<file path="src/rtl/fxp_pkg.sv">
package fxp_pkg;

    typedef enum logic [2:0] {
        MODE_CLAMP = 3'd0,
        MODE_WIDEN = 3'd1,
        MODE_HALVE = 3'd2,
        MODE_BFLT  = 3'd3,
        MODE_WRAP  = 3'd4
    } fxp_mode_e;

endpackage

</file>
<file path="src/rtl/fxp_exact_sum.sv">
// Exact W+1-bit add/subtract with an out-of-range indication for W bits.
module fxp_exact_sum #(
    parameter int W = 8
) (
    input  logic [W-1:0] a,
    input  logic [W-1:0] b,
    input  logic         sub,
    output logic [W:0]   sum,
    output logic         wide
);
    logic [W:0] a_x;
    logic [W:0] b_x;

    always_comb begin
        a_x  = {a[W-1], a};
        b_x  = {b[W-1], b};
        sum  = sub ? (a_x - b_x) : (a_x + b_x);
        wide = sum[W] ^ sum[W-1];
    end
endmodule

</file>
<file path="src/rtl/fxp_halver.sv">
// Divide a W+1-bit value by two into W bits, truncating or rounding.
module fxp_halver #(
    parameter int W = 8
) (
    input  logic [W:0]   sum,
    input  logic         rnd,
    output logic [W-1:0] half
);
    localparam logic [W-1:0] POS_MAX = {1'b0, {(W-1){1'b1}}};

    logic [W-1:0] floor_v;

    always_comb begin
        floor_v = sum[W:1];
        if (rnd && sum[0]) begin
            half = (floor_v == POS_MAX) ? POS_MAX : floor_v + 1'b1;
        end else begin
            half = floor_v;
        end
    end
endmodule

</file>
<file path="src/rtl/fxp_clamp.sv">
// Limit a W+1-bit value to the W-bit signed range.
module fxp_clamp #(
    parameter int W = 8
) (
    input  logic [W:0]   sum,
    output logic [W-1:0] sat
);
    localparam logic [W-1:0] POS_MAX = {1'b0, {(W-1){1'b1}}};
    localparam logic [W-1:0] NEG_MIN = {1'b1, {(W-1){1'b0}}};

    always_comb begin
        unique case ({sum[W], sum[W-1]})
            2'b01:   sat = POS_MAX;
            2'b10:   sat = NEG_MIN;
            default: sat = sum[W-1:0];
        endcase
    end
endmodule

</file>
<file path="src/rtl/fxp_addsub.sv">
module fxp_addsub
    import fxp_pkg::*;
#(
    parameter int W = 8
) (
    input  logic         clk,
    input  logic         rst_n,
    input  logic [W-1:0] op_a,
    input  logic [W-1:0] op_b,
    input  logic         sub_en,
    input  logic [2:0]   mode_sel,
    input  logic         round_en,
    output logic [W:0]   result,
    output logic         ovf,
    output logic         exp_inc
);
    localparam int OW = W + 1;
    localparam logic [OW-1:0] POS_MAX_X = OW'((1 << (W-1)) - 1);
    localparam logic [OW-1:0] NEG_MIN_X = ~POS_MAX_X;

    logic [W:0]    exact;
    logic          wide;
    logic [W-1:0]  halved;
    logic [W-1:0]  clamped;
    fxp_mode_e     mode;
    logic [OW-1:0] res_d;
    logic          inc_d;
    logic [OW-1:0] res_q;
    logic          ovf_q;
    logic          inc_q;

    fxp_exact_sum #(.W(W)) u_sum (
        .a(op_a), .b(op_b), .sub(sub_en), .sum(exact), .wide(wide)
    );

    fxp_halver #(.W(W)) u_half (
        .sum(exact), .rnd(round_en), .half(halved)
    );

    fxp_clamp #(.W(W)) u_clamp (
        .sum(exact), .sat(clamped)
    );

    always_comb begin
        mode  = (mode_sel > 3'd4) ? MODE_WRAP : fxp_mode_e'(mode_sel);
        inc_d = 1'b0;
        unique case (mode)
            MODE_CLAMP: res_d = {clamped[W-1], clamped};
            MODE_WIDEN: res_d = exact;
            MODE_HALVE: res_d = {halved[W-1], halved};
            MODE_BFLT: begin
                if (wide) begin
                    res_d = {halved[W-1], halved};
                    inc_d = 1'b1;
                end else begin
                    res_d = {exact[W-1], exact[W-1:0]};
                end
            end
            default:    res_d = {exact[W-1], exact[W-1:0]};
        endcase
    end

    always_ff @(posedge clk) begin
        if (!rst_n) begin
            res_q <= '0;
            ovf_q <= 1'b0;
            inc_q <= 1'b0;
        end else begin
            res_q <= res_d;
            ovf_q <= wide;
            inc_q <= inc_d;
        end
    end

    assign result  = res_q;
    assign ovf     = ovf_q;
    assign exp_inc = inc_q;

    // Reset clears all outputs on the next edge
    p_reset_clears_r11: assert property (@(posedge clk)
        !rst_n |=> (result == '0 && !ovf && !exp_inc));

    // Clamp mode with overflow lands exactly on a range limit
    p_clamp_limit_r2: assert property (@(posedge clk) disable iff (!rst_n)
        ($past(rst_n) && $past(mode_sel) == 3'd0 && ovf)
            |-> (result == POS_MAX_X || result == NEG_MIN_X));

    // Exponent flag only follows a block-float overflow
    p_inc_source_r7: assert property (@(posedge clk) disable iff (!rst_n)
        exp_inc |-> (ovf && $past(mode_sel) == 3'd3));

    // Widen mode reproduces the exact arithmetic on the operands
    p_widen_exact_r3: assert property (@(posedge clk) disable iff (!rst_n)
        ($past(rst_n) && $past(mode_sel) == 3'd1)
            |-> (result == ($past(sub_en)
                 ? ({$past(op_a[W-1]), $past(op_a)} - {$past(op_b[W-1]), $past(op_b)})
                 : ({$past(op_a[W-1]), $past(op_a)} + {$past(op_b[W-1]), $past(op_b)}))));

    // Narrow modes keep the result sign-extended
    p_sign_ext_r13: assert property (@(posedge clk) disable iff (!rst_n)
        ($past(rst_n) && $past(mode_sel) != 3'd1) |-> (result[W] == result[W-1]));
endmodule

</file>
<file path="config.mk">
export PLATFORM = sky130hd
export DESIGN_NAME = fxp_addsub
export DESIGN_NICKNAME = d
export VERILOG_FILES = /design/src/rtl/fxp_pkg.sv /design/src/rtl/fxp_exact_sum.sv /design/src/rtl/fxp_halver.sv /design/src/rtl/fxp_clamp.sv /design/src/rtl/fxp_addsub.sv
export SDC_FILE = /design/constraint.sdc
export NUM_CORES = 1
export LEC_CHECK = 0
export BUFFER_PORTS_ARGS = -buffer_cell sky130_fd_sc_hd__buf_2
export CAP_MARGIN = 0
export CORE_UTILIZATION = 51
export CTS_BUF_LIST = sky130_fd_sc_hd__clkbuf_8
export DETAILED_ROUTE_END_ITERATION = 10
export GPL_ROUTABILITY_DRIVEN = 1
export PLACE_DENSITY = 0.77
export SETUP_SLACK_MARGIN = 0.4
export SYNTH_ARGS = -nofsm -noshare
export SYNTH_HDL_FRONTEND = slang
export SYNTH_HIERARCHICAL = 1
export SYNTH_SLANG_ARGS = --single-unit
</file>
<file path="constraint.sdc">
create_clock -name clk -period 7.6 [get_ports clk]
set_input_delay 0.38 -clock clk [delete_from_list [all_inputs] [get_ports clk]]
set_output_delay 0.38 -clock clk [all_outputs]
set_load 0.01 [all_outputs]
</file>
==> results.sh <==
export IMPL_seq_area_um2=220
export IMPL_max_vdd_ir_drop_mv=0.198
export IMPL_cp_arrival_ns=4.17
export IMPL_drtIter0Drc=45
export IMPL_vias_per_cell=6.12
export IMPL_syn_inst=161
export IMPL_cts_repair_resized=0
export IMPL_crit_path_end_kind="flop"
export IMPL_syn_num_nets=197
export IMPL_antenna_left=0
export IMPL_synth_cell_types=48
export IMPL_fin_crit_sh_pct=53.4
export IMPL_synth_top_area_share_pct=15.7
export IMPL_fillCellCount=241
export IMPL_synth_seq_cells=11
export IMPL_core_um2=2540
export IMPL_gp_congestion=0.925
export IMPL_grt_pass1_vias=1228
export IMPL_syn_avg_cell_area_um2=8.72
export IMPL_cts_buffers=3
export IMPL_antenna_found_initial=0
export IMPL_tightest_slew_ns=0.687
export IMPL_finalNetCount=230
export IMPL_n_antenna_cell=0
export IMPL_min_path_type="input pin to flop"
export IMPL_synth_warnings=6
export IMPL_wl_um=3160
export IMPL_rsz0062_at_grt="false"
export IMPL_fmax_mhz=246
export IMPL_fin_crit_ns=4.06
export IMPL_row_count=18
export IMPL_dp_hpwl_um=2600
export IMPL_final_cell_area_um2=1620
export IMPL_slew_headroom_pct=53.9
export IMPL_synth_area_leader_cell="dfxtp_1"
export IMPL_p_leak_nw=0.732
export IMPL_finalMaxSlewViolations=0
export IMPL_drv_cap=0
export IMPL_ys_flop_type="dfxtp_1"
export IMPL_start_util_pct=55.2
export IMPL_grt_max_degree=14
export IMPL_crit_fanout=9
export IMPL_die_area_um2=2970
export IMPL_track_usage_pct=23.9
export IMPL_grt_pass1_wl_um=5240
export IMPL_final_util_pct=63.5
export IMPL_yosys_top_cells_area="dfxtp_1 16%, ha_1 11%, mux2_4 8.6%"
export IMPL_hold_violations=0
export IMPL_grt_overflow=0
export IMPL_postCtsHoldBufs=0
export IMPL_synth_edf_count=0
export IMPL_multi_input_area_um2=1110
export IMPL_h_tree_depth=1
export IMPL_vias=1365
export IMPL_outcome="finished clean"
export IMPL_cts_root_buf="clkbuf_8"
export IMPL_die_y_um=54.5
export IMPL_syn2layout_area_growth_pct=15.1
export IMPL_setup_viol=0
export IMPL_placed_cell_area_um2=1570
export IMPL_clkTransAtPathRegs_ns=0.05
export IMPL_clk_path_buf_depth=2
export IMPL_wl_per_cell_um=14.2
export IMPL_powerDensity_nw_per_um2=248
export IMPL_die_w_um=54.5
export IMPL_async_flop_share_pct=0
export IMPL_synth_common_cells="13 x nor2_1, 12 x ha_1, 11 x dfxtp_1"
export IMPL_ys_seq_area_share_pct=15.7
export IMPL_crit_required_ns=7.71
export IMPL_synth_most_common_cell="nor2_1"
export IMPL_drive_above_1_share_pct=28.0
export IMPL_critPathKind="input pin to flop"
export IMPL_clock_sinks=11
export IMPL_fin_tns_setup_ns=0
export IMPL_cts_tree="built"
export IMPL_ios=34
export IMPL_drtPass1Iterations=4
export IMPL_netlist_area_um2=1400
export IMPL_post_cts_buffers=0
export IMPL_drcViolationCount=0
export IMPL_start_kind="input pin"
export IMPL_port_buffers=33
[per-layer routing]
metal	GRT usage [%]	routed length, µm
met1	28.0	1360
met5	0	0
met3	1.67	163
met4	7.26	14
met2	45.3	1620
[registers in the layout, summed over array words and instances, names as in the netlist]
register  cells
result        9
exp_inc       1
ovf           1
[stage by stage]
stage	total power, mW	setup WS, ns	hold slack (ns)	std cells
floorplan	0.294	3.94	0.508	161
global placement	0.338	3.47	0.651	219
detailed placement	0.343	3.32	0.657	219
CTS	0.398	3.57	0.417	223
global route	0.432	3.26	0.428	223
finish	0.400	3.54	0.422	223
[layout make-up]
type	instances	share of cell area (%)
Sequential cell	11	13.6
Multi-Input combinational cell	136	68.9
Timing Repair Buffer	33	10.2
Tap cell	30	2.32
Clock inverter	1	0.232
Clock buffer	3	2.56
Inverter	9	2.09
[worst max-delay path, cell delays in order]
cell and delay, ns:
buf_2 0.13, inv_1 0.05, ha_1 0.16, nor3b_2 0.26
nor2_1 0.08, xnor2_1 0.13, ha_1 0.35, a21oi_1 0.15
nor2b_1 0.06, a311o_1 0.31, a21oi_1 0.24, xnor2_1 0.36
inv_1 0.10, ha_1 0.60, mux2_4 0.34, nor4b_1 0.15
o31a_1 0.29
[cell families after synthesis]
logic type,after synthesis,share of synthesized area (%)
buffers and inverters,14,4.99
AO/OA/AOI/OAI,43,23.1
multiplexers,12,11.6
AND/OR/NAND/NOR,53,21.1
XOR/XNOR,15,11.4
adder cells (fa/ha/maj),13,12.1
flip-flops,11,15.7
[cells in the final DEF, fill, tap and decap left out, drive strengths merged, types with 2 or more instances in the layout]
cell | synthesis | final
buf | 4 | 33
nor2 | 13 | 13
ha | 12 | 12
dfxtp | 11 | 11
xnor2 | 11 | 11
a21oi | 10 | 10
inv | 9 | 10
mux2 | 10 | 10
nand2 | 9 | 9
a32oi | 7 | 7
o2bb2ai | 7 | 7
o21a | 5 | 5
nand3 | 5 | 5
nand2b | 4 | 4
nor2b | 4 | 4
o21ai | 4 | 4
clkbuf | 1 | 3
or4 | 3 | 3
xor2 | 3 | 3
mux2i | 2 | 2
o31a | 2 | 2
nand4 | 2 | 2
or3 | 2 | 2
nor4 | 2 | 2
nor3 | 2 | 2
nor3b | 2 | 2
a31oi | 2 | 2
[power breakdown]
part / switching [mW] / total (mW) / internal [mW]
clock network: 0.0181 / 0.0532 / 0.0351
logic: 0.139 / 0.273 / 0.134
registers: 0.00224 / 0.0733 / 0.0710
total: 0.159 / 0.400 / 0.241
[final timing paths]
kind,start,endpoint,cells past startpoint
setup / recovery,op_b[0],result[8],17
hold / removal,rst_n,result[7],2
Power figures use the tool's default switching activity.
